<file path="config.mk">
export PLATFORM = sky130hd
export DESIGN_NAME = pic8_ctrl
export DESIGN_NICKNAME = d
export VERILOG_FILES = /design/src/rtl/pic8_pkg.sv /design/src/rtl/pic8_cfg.sv /design/src/rtl/pic8_irr.sv /design/src/rtl/pic8_prio.sv /design/src/rtl/pic8_ctrl.sv
export SDC_FILE = /design/constraint.sdc
export NUM_CORES = 1
export LEC_CHECK = 0
export BUFFER_PORTS_ARGS = -buffer_cell sky130_fd_sc_hd__clkbuf_2
export CAP_MARGIN = 0
export CORE_UTILIZATION = 58
export DETAILED_ROUTE_END_ITERATION = 8
export GPL_TIMING_DRIVEN = 0
export PLACE_DENSITY = 0.8
export SETUP_SLACK_MARGIN = 0.3
export SYNTH_ARGS = -nofsm -noshare
export SYNTH_HDL_FRONTEND = slang
export SYNTH_SLANG_ARGS = --single-unit
</file>
<file path="constraint.sdc">
create_clock -name clk -period 5.6 [get_ports clk]
set_input_delay 0.84 -clock clk [delete_from_list [all_inputs] [get_ports clk]]
set_output_delay 0.84 -clock clk [all_outputs]
set_load 0.005 [all_outputs]
</file>
<file path="src/rtl/pic8_pkg.sv">
package pic8_pkg;
    localparam int PIC_N   = 8;               // number of request inputs
    localparam int PIC_W   = 8;               // bus and vector width
    localparam int PIC_LW  = $clog2(PIC_N);   // level number width
    localparam int PIC_LW1 = PIC_LW + 1;      // level width with a "none" code
    localparam int PIC_AW  = 2;               // register address width

    typedef enum logic [1:0] {
        CFG_RUN,
        CFG_W2,
        CFG_W3,
        CFG_W4
    } cfg_state_t;

    typedef enum logic {
        ACK_IDLE,
        ACK_RAISED
    } ack_state_t;
endpackage

</file>
<file path="src/rtl/pic8_cfg.sv">
module pic8_cfg
    import pic8_pkg::*;
(
    input  logic              clk,
    input  logic              rst_n,
    input  logic [PIC_AW-1:0] addr,
    input  logic              wr,
    input  logic [PIC_W-1:0]  wdata,
    output logic [PIC_N-1:0]  mask_q,
    output logic [PIC_N-1:0]  trig_q,
    output logic [PIC_W-1:0]  base_q,
    output logic [PIC_W-1:0]  link_q,
    output logic              aeoi_q,
    output logic              rd_isr_q,
    output logic              init_clr,
    output logic              eoi_stb,
    output logic [PIC_LW-1:0] eoi_lvl
);
    cfg_state_t st_q, st_nx;
    logic       need4_q;
    logic       cmd_wr, dat_wr, trg_wr, start;

    assign cmd_wr = wr && (addr == 2'b00);
    assign dat_wr = wr && (addr == 2'b01);
    assign trg_wr = wr && addr[1];
    assign start  = cmd_wr && wdata[4];

    always_comb begin
        st_nx = st_q;
        if (start) begin
            st_nx = CFG_W2;
        end else if (dat_wr) begin
            unique case (st_q)
                CFG_RUN: st_nx = CFG_RUN;
                CFG_W2:  st_nx = CFG_W3;
                CFG_W3:  st_nx = need4_q ? CFG_W4 : CFG_RUN;
                CFG_W4:  st_nx = CFG_RUN;
            endcase
        end
    end

    always_ff @(posedge clk or negedge rst_n) begin
        if (!rst_n) st_q <= CFG_RUN;
        else        st_q <= st_nx;
    end

    always_ff @(posedge clk or negedge rst_n) begin
        if (!rst_n) begin
            mask_q   <= '1;
            trig_q   <= '0;
            base_q   <= '0;
            link_q   <= '0;
            aeoi_q   <= 1'b0;
            rd_isr_q <= 1'b0;
            need4_q  <= 1'b0;
        end else begin
            if (trg_wr) trig_q <= wdata;
            if (start) begin
                need4_q  <= wdata[0];
                rd_isr_q <= 1'b0;
            end else if (cmd_wr && (st_q == CFG_RUN) && (wdata[4:3] == 2'b01) && wdata[1]) begin
                rd_isr_q <= wdata[0];
            end
            if (dat_wr) begin
                unique case (st_q)
                    CFG_RUN: mask_q <= wdata;
                    CFG_W2:  base_q <= wdata;
                    CFG_W3: begin
                        link_q <= wdata;
                        if (!need4_q) aeoi_q <= 1'b0;
                    end
                    CFG_W4:  aeoi_q <= wdata[1];
                endcase
            end
        end
    end

    always_comb begin
        init_clr = start;
        eoi_stb  = cmd_wr && (st_q == CFG_RUN) && (wdata[7:3] == 5'b01100);
        eoi_lvl  = wdata[PIC_LW-1:0];
    end
endmodule

</file>
<file path="src/rtl/pic8_irr.sv">
module pic8_irr
    import pic8_pkg::*;
(
    input  logic             clk,
    input  logic             rst_n,
    input  logic [PIC_N-1:0] irq_in,
    input  logic [PIC_N-1:0] trig,
    input  logic [PIC_N-1:0] clr_vec,
    output logic [PIC_N-1:0] irr
);
    logic [PIC_N-1:0] prev_q, edge_q;

    always_ff @(posedge clk or negedge rst_n) begin
        if (!rst_n) begin
            prev_q <= '0;
            edge_q <= '0;
        end else begin
            prev_q <= irq_in;
            edge_q <= ((edge_q & ~clr_vec) | (irq_in & ~prev_q)) & ~trig;
        end
    end

    for (genvar g = 0; g < PIC_N; g++) begin : g_bit
        assign irr[g] = trig[g] ? irq_in[g] : edge_q[g];
    end
endmodule

</file>
<file path="src/rtl/pic8_prio.sv">
module pic8_prio
    import pic8_pkg::*;
(
    input  logic [PIC_N-1:0]  pend,
    input  logic [PIC_N-1:0]  isr,
    output logic              hit,
    output logic [PIC_LW-1:0] lvl
);
    always_comb begin
        logic               found;
        logic [PIC_LW-1:0]  cand;
        logic [PIC_LW1-1:0] top_isr;
        found   = 1'b0;
        cand    = '0;
        top_isr = PIC_LW1'(PIC_N);
        for (int i = PIC_N - 1; i >= 0; i--) begin
            if (pend[i]) begin
                found = 1'b1;
                cand  = PIC_LW'(i);
            end
            if (isr[i]) top_isr = PIC_LW1'(i);
        end
        hit = found && ({1'b0, cand} < top_isr);
        lvl = cand;
    end
endmodule

</file>
<file path="src/rtl/pic8_ctrl.sv">
module pic8_ctrl
    import pic8_pkg::*;
(
    input  logic              clk,
    input  logic              rst_n,
    input  logic [PIC_AW-1:0] reg_addr,
    input  logic              reg_wr,
    input  logic [PIC_W-1:0]  reg_wdata,
    output logic [PIC_W-1:0]  reg_rdata,
    input  logic [PIC_N-1:0]  irq_in,
    output logic              int_out,
    input  logic              ack,
    output logic              ack_valid,
    output logic [PIC_W-1:0]  ack_vector,
    output logic [PIC_W-1:0]  link_cfg
);
    ack_state_t        st_q, st_nx;
    logic [PIC_N-1:0]  mask_q, trig_q, irr, pend_vec, isr_q, set_vec, clr_vec, eoi_vec;
    logic [PIC_W-1:0]  base_q, link_q;
    logic              aeoi_q, rd_isr_q, init_clr, eoi_stb, hit, ack_take;
    logic [PIC_LW-1:0] eoi_lvl, lvl;

    pic8_cfg u_cfg (
        .clk(clk), .rst_n(rst_n), .addr(reg_addr), .wr(reg_wr), .wdata(reg_wdata),
        .mask_q(mask_q), .trig_q(trig_q), .base_q(base_q), .link_q(link_q),
        .aeoi_q(aeoi_q), .rd_isr_q(rd_isr_q), .init_clr(init_clr),
        .eoi_stb(eoi_stb), .eoi_lvl(eoi_lvl)
    );

    pic8_irr u_irr (
        .clk(clk), .rst_n(rst_n), .irq_in(irq_in), .trig(trig_q),
        .clr_vec(clr_vec), .irr(irr)
    );

    assign pend_vec = irr & ~mask_q;

    pic8_prio u_prio (.pend(pend_vec), .isr(isr_q), .hit(hit), .lvl(lvl));

    assign ack_take = (st_q == ACK_RAISED) && ack;
    assign clr_vec  = (ack_take && hit) ? (PIC_N'(1) << lvl) : '0;
    assign set_vec  = aeoi_q ? '0 : clr_vec;
    assign eoi_vec  = eoi_stb ? (PIC_N'(1) << eoi_lvl) : '0;

    always_comb begin
        st_nx = st_q;
        unique case (st_q)
            ACK_IDLE:   if (hit) st_nx = ACK_RAISED;
            ACK_RAISED: if (ack) st_nx = ACK_IDLE;
        endcase
    end

    always_ff @(posedge clk or negedge rst_n) begin
        if (!rst_n) st_q <= ACK_IDLE;
        else        st_q <= st_nx;
    end

    always_ff @(posedge clk or negedge rst_n) begin
        if (!rst_n) begin
            isr_q      <= '0;
            ack_valid  <= 1'b0;
            ack_vector <= '0;
        end else begin
            ack_valid <= ack_take;
            if (ack_take)
                ack_vector <= base_q + PIC_W'(hit ? lvl : PIC_LW'(PIC_N - 1));
            if (init_clr) isr_q <= '0;
            else          isr_q <= (isr_q & ~eoi_vec) | set_vec;
        end
    end

    always_comb begin
        int_out  = (st_q == ACK_RAISED);
        link_cfg = link_q;
        if (reg_addr[1])      reg_rdata = trig_q;
        else if (reg_addr[0]) reg_rdata = mask_q;
        else                  reg_rdata = rd_isr_q ? isr_q : irr;
    end
endmodule

</file>
; ---- After elaboration in Yosys (flattened, before gate mapping)
; Index checks and enable logic that the tools add are counted.
[totals]
reg_bits = 71
in_bits = 22
out_inout_bits = 26
elab_cells = 110
[classes]
n_addsub = 1
magnitude_cmp = 1
n_eq_ne = 7
n_shift = 2
muxes = 51
bitwise = 13
reduce_logical = 21
[op_table]
columns = cell, count
row1 = $mux W8, 7
row2 = $and A8 B8 Y8, 5
row3 = $not A8 Y8, 5
row4 = $mux W4, 8
row5 = $mux W3, 9
row6 = $mux W1, 21
row7 = $or A8 B8 Y8, 2
row8 = $shl A1 B3 Y8 const A, 2
row9 = $logic_and A1 B1 Y1, 11
row10 = $add A8 B3 Y8, 1
row11 = $eq A2 B1 Y1 const B, 3
row12 = $mux W2, 3
row13 = $pmux W2 S3, 1
row14 = $reduce_and A2 Y1, 3
row15 = $reduce_bool A2 Y1, 3
row16 = $eq A5 B4 Y1 const B, 1
row17 = $eq A2 B2 Y1 const B, 2
row18 = $logic_not A2 Y1, 2
row19 = $lt A3 B4 Y1, 1
row20 = $pmux W1 S2, 2
row21 = $reduce_and A3 Y1, 1
row22 = $ne A2 B2 Y1 const B, 1
row23 = $reduce_or A2 Y1, 1
row24 = $not A1 Y1, 1

; ---- Longest topological paths before layout
[depth]
depth_word = 18
depth_mapped = 17
ltp_nobuf = 17

; ---- Hierarchy
; From an unflattened synthesis, not the netlist that was laid out.
[hier_totals]
cells_unflattened = 341
hier_area_um2 = 3734.8
[by_module_without_submodules]
columns = module, instances, cells_per_inst, area_per_inst_um2
row1 = pic8_cfg, 1, 101, 1559.0
row2 = pic8_ctrl, 1, 159, 1298.7
row3 = pic8_irr, 1, 48, 660.6
row4 = pic8_prio, 1, 33, 216.5

; ---- Worst setup path before layout
; No wires, ideal clock.
[synth_timing]
path_type = input to register
startpoint = in irq_in[7]
endpoint = reg ack_vector[6]
arrival_time_ns = 4.151
slack_ns = 1.314
cell_stages = 17
n_path_buf = 0
path_cell_list = mux2_4 -> a2bb2o_4 -> a311oi_1 -> nor3_1 -> ha_1 -> or3_1 -> o22ai_1 -> nor3_2 -> a221oi_2 -> o21ai_0 -> ha_1 -> fa_1 -> a21oi_1 -> nor2b_1 -> nand3_1 -> xor2_1 -> o21ai_0
[synth_between]
elab_chain_len = 14
elab_cells_between_ends = 22
[synth_lines]
columns = element, line
row1 = from (decl), pic8_ctrl.sv:10  ; input logic [PIC_N-1:0] irq_in,
row2 = $mux W1 *, pic8_irr.sv:24  ; assign irr[g] = trig[g] ? irq_in[g] : edge_q[g];
row3 = $and A8 B8 Y8 *, pic8_ctrl.sv:35  ; assign pend_vec = irr & ~mask_q;
row4 = $mux W3 (8 in a row), pic8_prio.sv:17  ; if (pend[i]) begin
row5 = $lt A3 B4 Y1, pic8_prio.sv:23  ; hit = found && ({1'b0, cand} < top_isr);
row6 = $logic_and A1 B1 Y1, pic8_prio.sv:23
row7 = $mux W3 *, pic8_ctrl.sv:65  ; ack_vector <= base_q + PIC_W'(hit ? lvl : PIC_LW'(PIC_N - 1));
row8 = $add A8 B3 Y8 *, pic8_ctrl.sv:65
row9 = to (signal assigned), pic8_ctrl.sv:65
row10 = to (decl), pic8_ctrl.sv:14  ; output logic [PIC_W-1:0] ack_vector,
; Every way passes the cells marked *; elsewhere a longest branch is shown, timed or not.
; A chain may end at the register's enable or synchronous reset.

; ---- Worst setup path after layout
; Same ends and word-level chain as after synthesis.

==> flow_summary_export.csv <==
group,metric,value,unit
synth,synthCells,348,
synth,ys_ff_latch,71,
floorplanning,fp.dieH,81.60,µm
synth,synth_area_per_cell,10.56,µm²
clock_network,cts_tree,"done",
power,leakagePower,0.001916,µW
floorplanning,ioPinCount,48,
synth,synth_top_area_share,42.90,%
clock_network,holdBufCountCts,0,
floorplanning,die-area,6658,µm²
clock_network,cts_root_buf,"clkbuf_8",
cells_and_area,drive_above_1_share,29.76,%
placed_design,dp_hpwl,6327,µm
synth,synth_ff_type,"dfrtp_1",
grt,track_usage,28.63,%
worst_setup_path,critPathLaunchType,"input pin",
clock_network,cts_resized,0,
grt,grt_pass1_vias,2725,
cells_and_area,final_cell_mix,"dfrtp_1, clkbuf_2, nor2_1",
grt,grt_overflow,0,
worst_setup_path,critical_path.max_stage_delay,410,ps
timing,tns,0,ps
floorplanning,start_util,60.98,%
synth,async_flop_share,100.0,%
synth,synth_top_family_by_area,"compound AO/OA/AOI/OAI gates",
min_path,holdCritPathClass,"input pin to async pin",
clock_network,postCtsSetupBuffers,0,
cells_and_area,diodes,0,
cells_and_area,layout.nets,433,
timing,rsz0062_at_grt,"no",
power,total_power,2261,µW
route,route.detailed.drc,0,
synth,yosys-mux-area-fraction,14.10,%
timing,fmax,0.2136,GHz
timing,hold_viol,0,
synth,synth_nets,376,
route,via_count,2895,
timing,finalCriticalPeriod,4683,ps
route,wl_per_cell,17.93,µm
timing,final-setup-viol-count,0,
route,drtIter0Drc,256,
floorplanning,core-area,6026,µm²
timing,maxSlewHeadroom,46.28,%
placed_design,gp_congestion,0.8966,
floorplanning,placementRows,28,
synth,syn_area,3675,µm²
timing,finalCritPeriodShare,83.62,%
synth,synth_top_area_cell,"dfrtp_1",
cells_and_area,area_growth,15.05,%
timing,finClkSkew,10.89,ps
timing,slew_violations,0,
clock_network,clk_pin_slew,90,ps
status,outcome,"complete, no violations",
synth,ys_types,52,
route,viasPerCell,5.969,
route,wl,8698,µm
worst_setup_path,critPathCaptureType,"flop",
power,peakVddDrop,0.0002811,V
grt,grt_max_degree,49,
clock_network,cts.sink_count,71,
worst_setup_path,r2r_setup_slack,1020,ps
clock_network,clk_latency,350,ps
worst_setup_path,cp_cell_sequence,"clkbuf_2 > mux2_4 > a2bb2o_4 > a311oi_1 > nor3_1 > ha_1 > or3_1 > o22ai_1 > nor3_2 > a221oi_2 > o21ai_0 > ha_1 > fa_1 > a21oi_1 > nor2b_1 > nand3_1 > xor2_1 > o21ai_0",
synth,yosysSeqAreaShare,48.62,%
clock_network,clockBufferDepth,2,
clock_network,htree_levels,3,
synth,synth_compound_area_share,15.29,%
floorplanning,die_w,81.60,µm
synth,synth_fa_ha_area_share,2.247,%
placed_design,dp_cells,469,
grt,grt_pass1_wl,13740,µm
placed_design,placed_area,4024,µm²
synth,synth-edff-count,0,
synth,synth-simple-area-share,15.19,%
route,dr.pass1.iters,5,
grt,grt_antenna_before_repair,0,
worst_setup_path,cp_slowest_cell,"a311oi_1",
synth,yosys_warnings,0,
worst_setup_path,cp.arrival,4910,ps
timing,tightest_slew,801.5,ps
cells_and_area,fin_area,4228,µm²
worst_setup_path,criticalPathCategory,"input pin to flop",
placed_design,io_buffer_count,45,
worst_setup_path,critical_path_required,5830,ps
cells_and_area,layout.cells.non_filler,485,
job,drv_cap,0,
route,antenna_left,0,
power,p_per_area,534.8,nW/µm²
cells_and_area,layout_commonest_cell,"dfrtp_1",
synth,synth-xor-area-share,1.430,%
clock_network,numCtsBuffers,9,
worst_setup_path,crit_path_max_fanout,4,
synth,synthTopCellsByArea,"dfrtp_1, mux2_2, dfstp_2",
## logic make-up after synthesis
| family | after synthesis |
|---|---|
| simple gates | 111 |
| compound gates | 78 |
| flops | 71 |
| mux | 46 |
| buf+inv | 30 |
| xor+xnor | 6 |
| fa+ha+maj | 6 |
## where the power goes
| part | total, µW | switching [µW] | internal [µW] |
|---|---|---|---|
| Sequential | 852 | 145 | 707 |
| Clock | 423 | 212 | 210 |
| Combinational | 986 | 539 | 447 |
| Total | 2260 | 896 | 1360 |
## path summary, 6_finish.rpt
check / from / end / cells after the start
min in group clk: ack_vector[4] / ack_vector[4] / 2
worst max register to register: u_cfg.trig_q[6] / ack_vector[6] / 17
worst min-delay path: rst_n / u_irr.prev_q[2] / 1
worst max-delay path: irq_in[7] / ack_vector[6] / 18
max in group asynchronous: rst_n / u_cfg.mask_q[4] / 2
worst min register to register: ack_vector[4] / ack_vector[4] / 2
## cells in the mapped netlist, drive strengths merged, types with 3 or more instances
library cell,number
mux2i,9
dfrtp,63
a211oi,19
dfstp,8
xnor2,3
nand2b,4
ha,5
buf,3
mux2,37
a21oi,14
nor4,3
nand3,7
clkbuf,6
inv,21
a32o,4
o311ai,3
nand2,32
nor2,38
nor2b,9
xor2,3
or2,3
nor3,4
o21ai,25
## worst max-delay path, delay by kind of cell
| kind | cells | cell delay [ps] |
|---|---|---|
| buffers and inverters | 1 | 100 |
| adders and majority gates | 3 | 970 |
| AOI/OAI and AO/OA | 7 | 1710 |
| xor gates and xnor gates | 1 | 150 |
| and+or+nand+nor | 5 | 860 |
| muxes | 1 | 280 |
## area by class of cell
type	count	area, µm²
tap	75	93.84
inverter	21	78.83
fill	477	1798
sequential	71	1787
clock buffer	9	123.9
multi-input combinational	247	1773
timing repair buffer	46	255.2
clock inverter	7	80.08
buffer	9	36.28
## state kept, by name, indices dropped and copies added, names as in the netlist
signal / cells
isr_q: 8
u_cfg.base_q: 8
int_out: 1
u_cfg.st_q: 2
u_irr.edge_q: 8
u_cfg.trig_q: 8
u_cfg.link_q: 8
ack_vector: 8
u_cfg.aeoi_q: 1
u_cfg.need4_q: 1
u_irr.prev_q: 8
ack_valid: 1
u_cfg.rd_isr_q: 1
u_cfg.mask_q: 8
## layer usage
| metal | track usage (%) | share of wire (%) | vias to the layer above | routed length (µm) |
|---|---|---|---|---|
| met1 | 39.61 | 45 | 1412 | 3935 |
| met4 | 10.70 | 1.5 | 0 | 131 |
| met2 | 44.42 | 47 | 105 | 4051 |
| li1 | - | - | 1362 | - |
| met3 | 5.889 | 6.7 | 16 | 579 |
| met5 | 0 | 0 | - | 0 |
## through the flow
step | hold slack [ps] | util, % | setup WS [ps]
2_1_floorplan | 456.1 | - | 1314
3_3_place_gp | 465.0 | 66.28 | 554.7
3_5_place_dp | 469.7 | 66.78 | 609.4
4_1_cts | 423.4 | 70.16 | 968.0
5_1_grt | 435.3 | 70.16 | 636.8
6_report | 422.6 | 70.16 | 917.3
No activity file was read; power rests on OpenSTA's default activity.
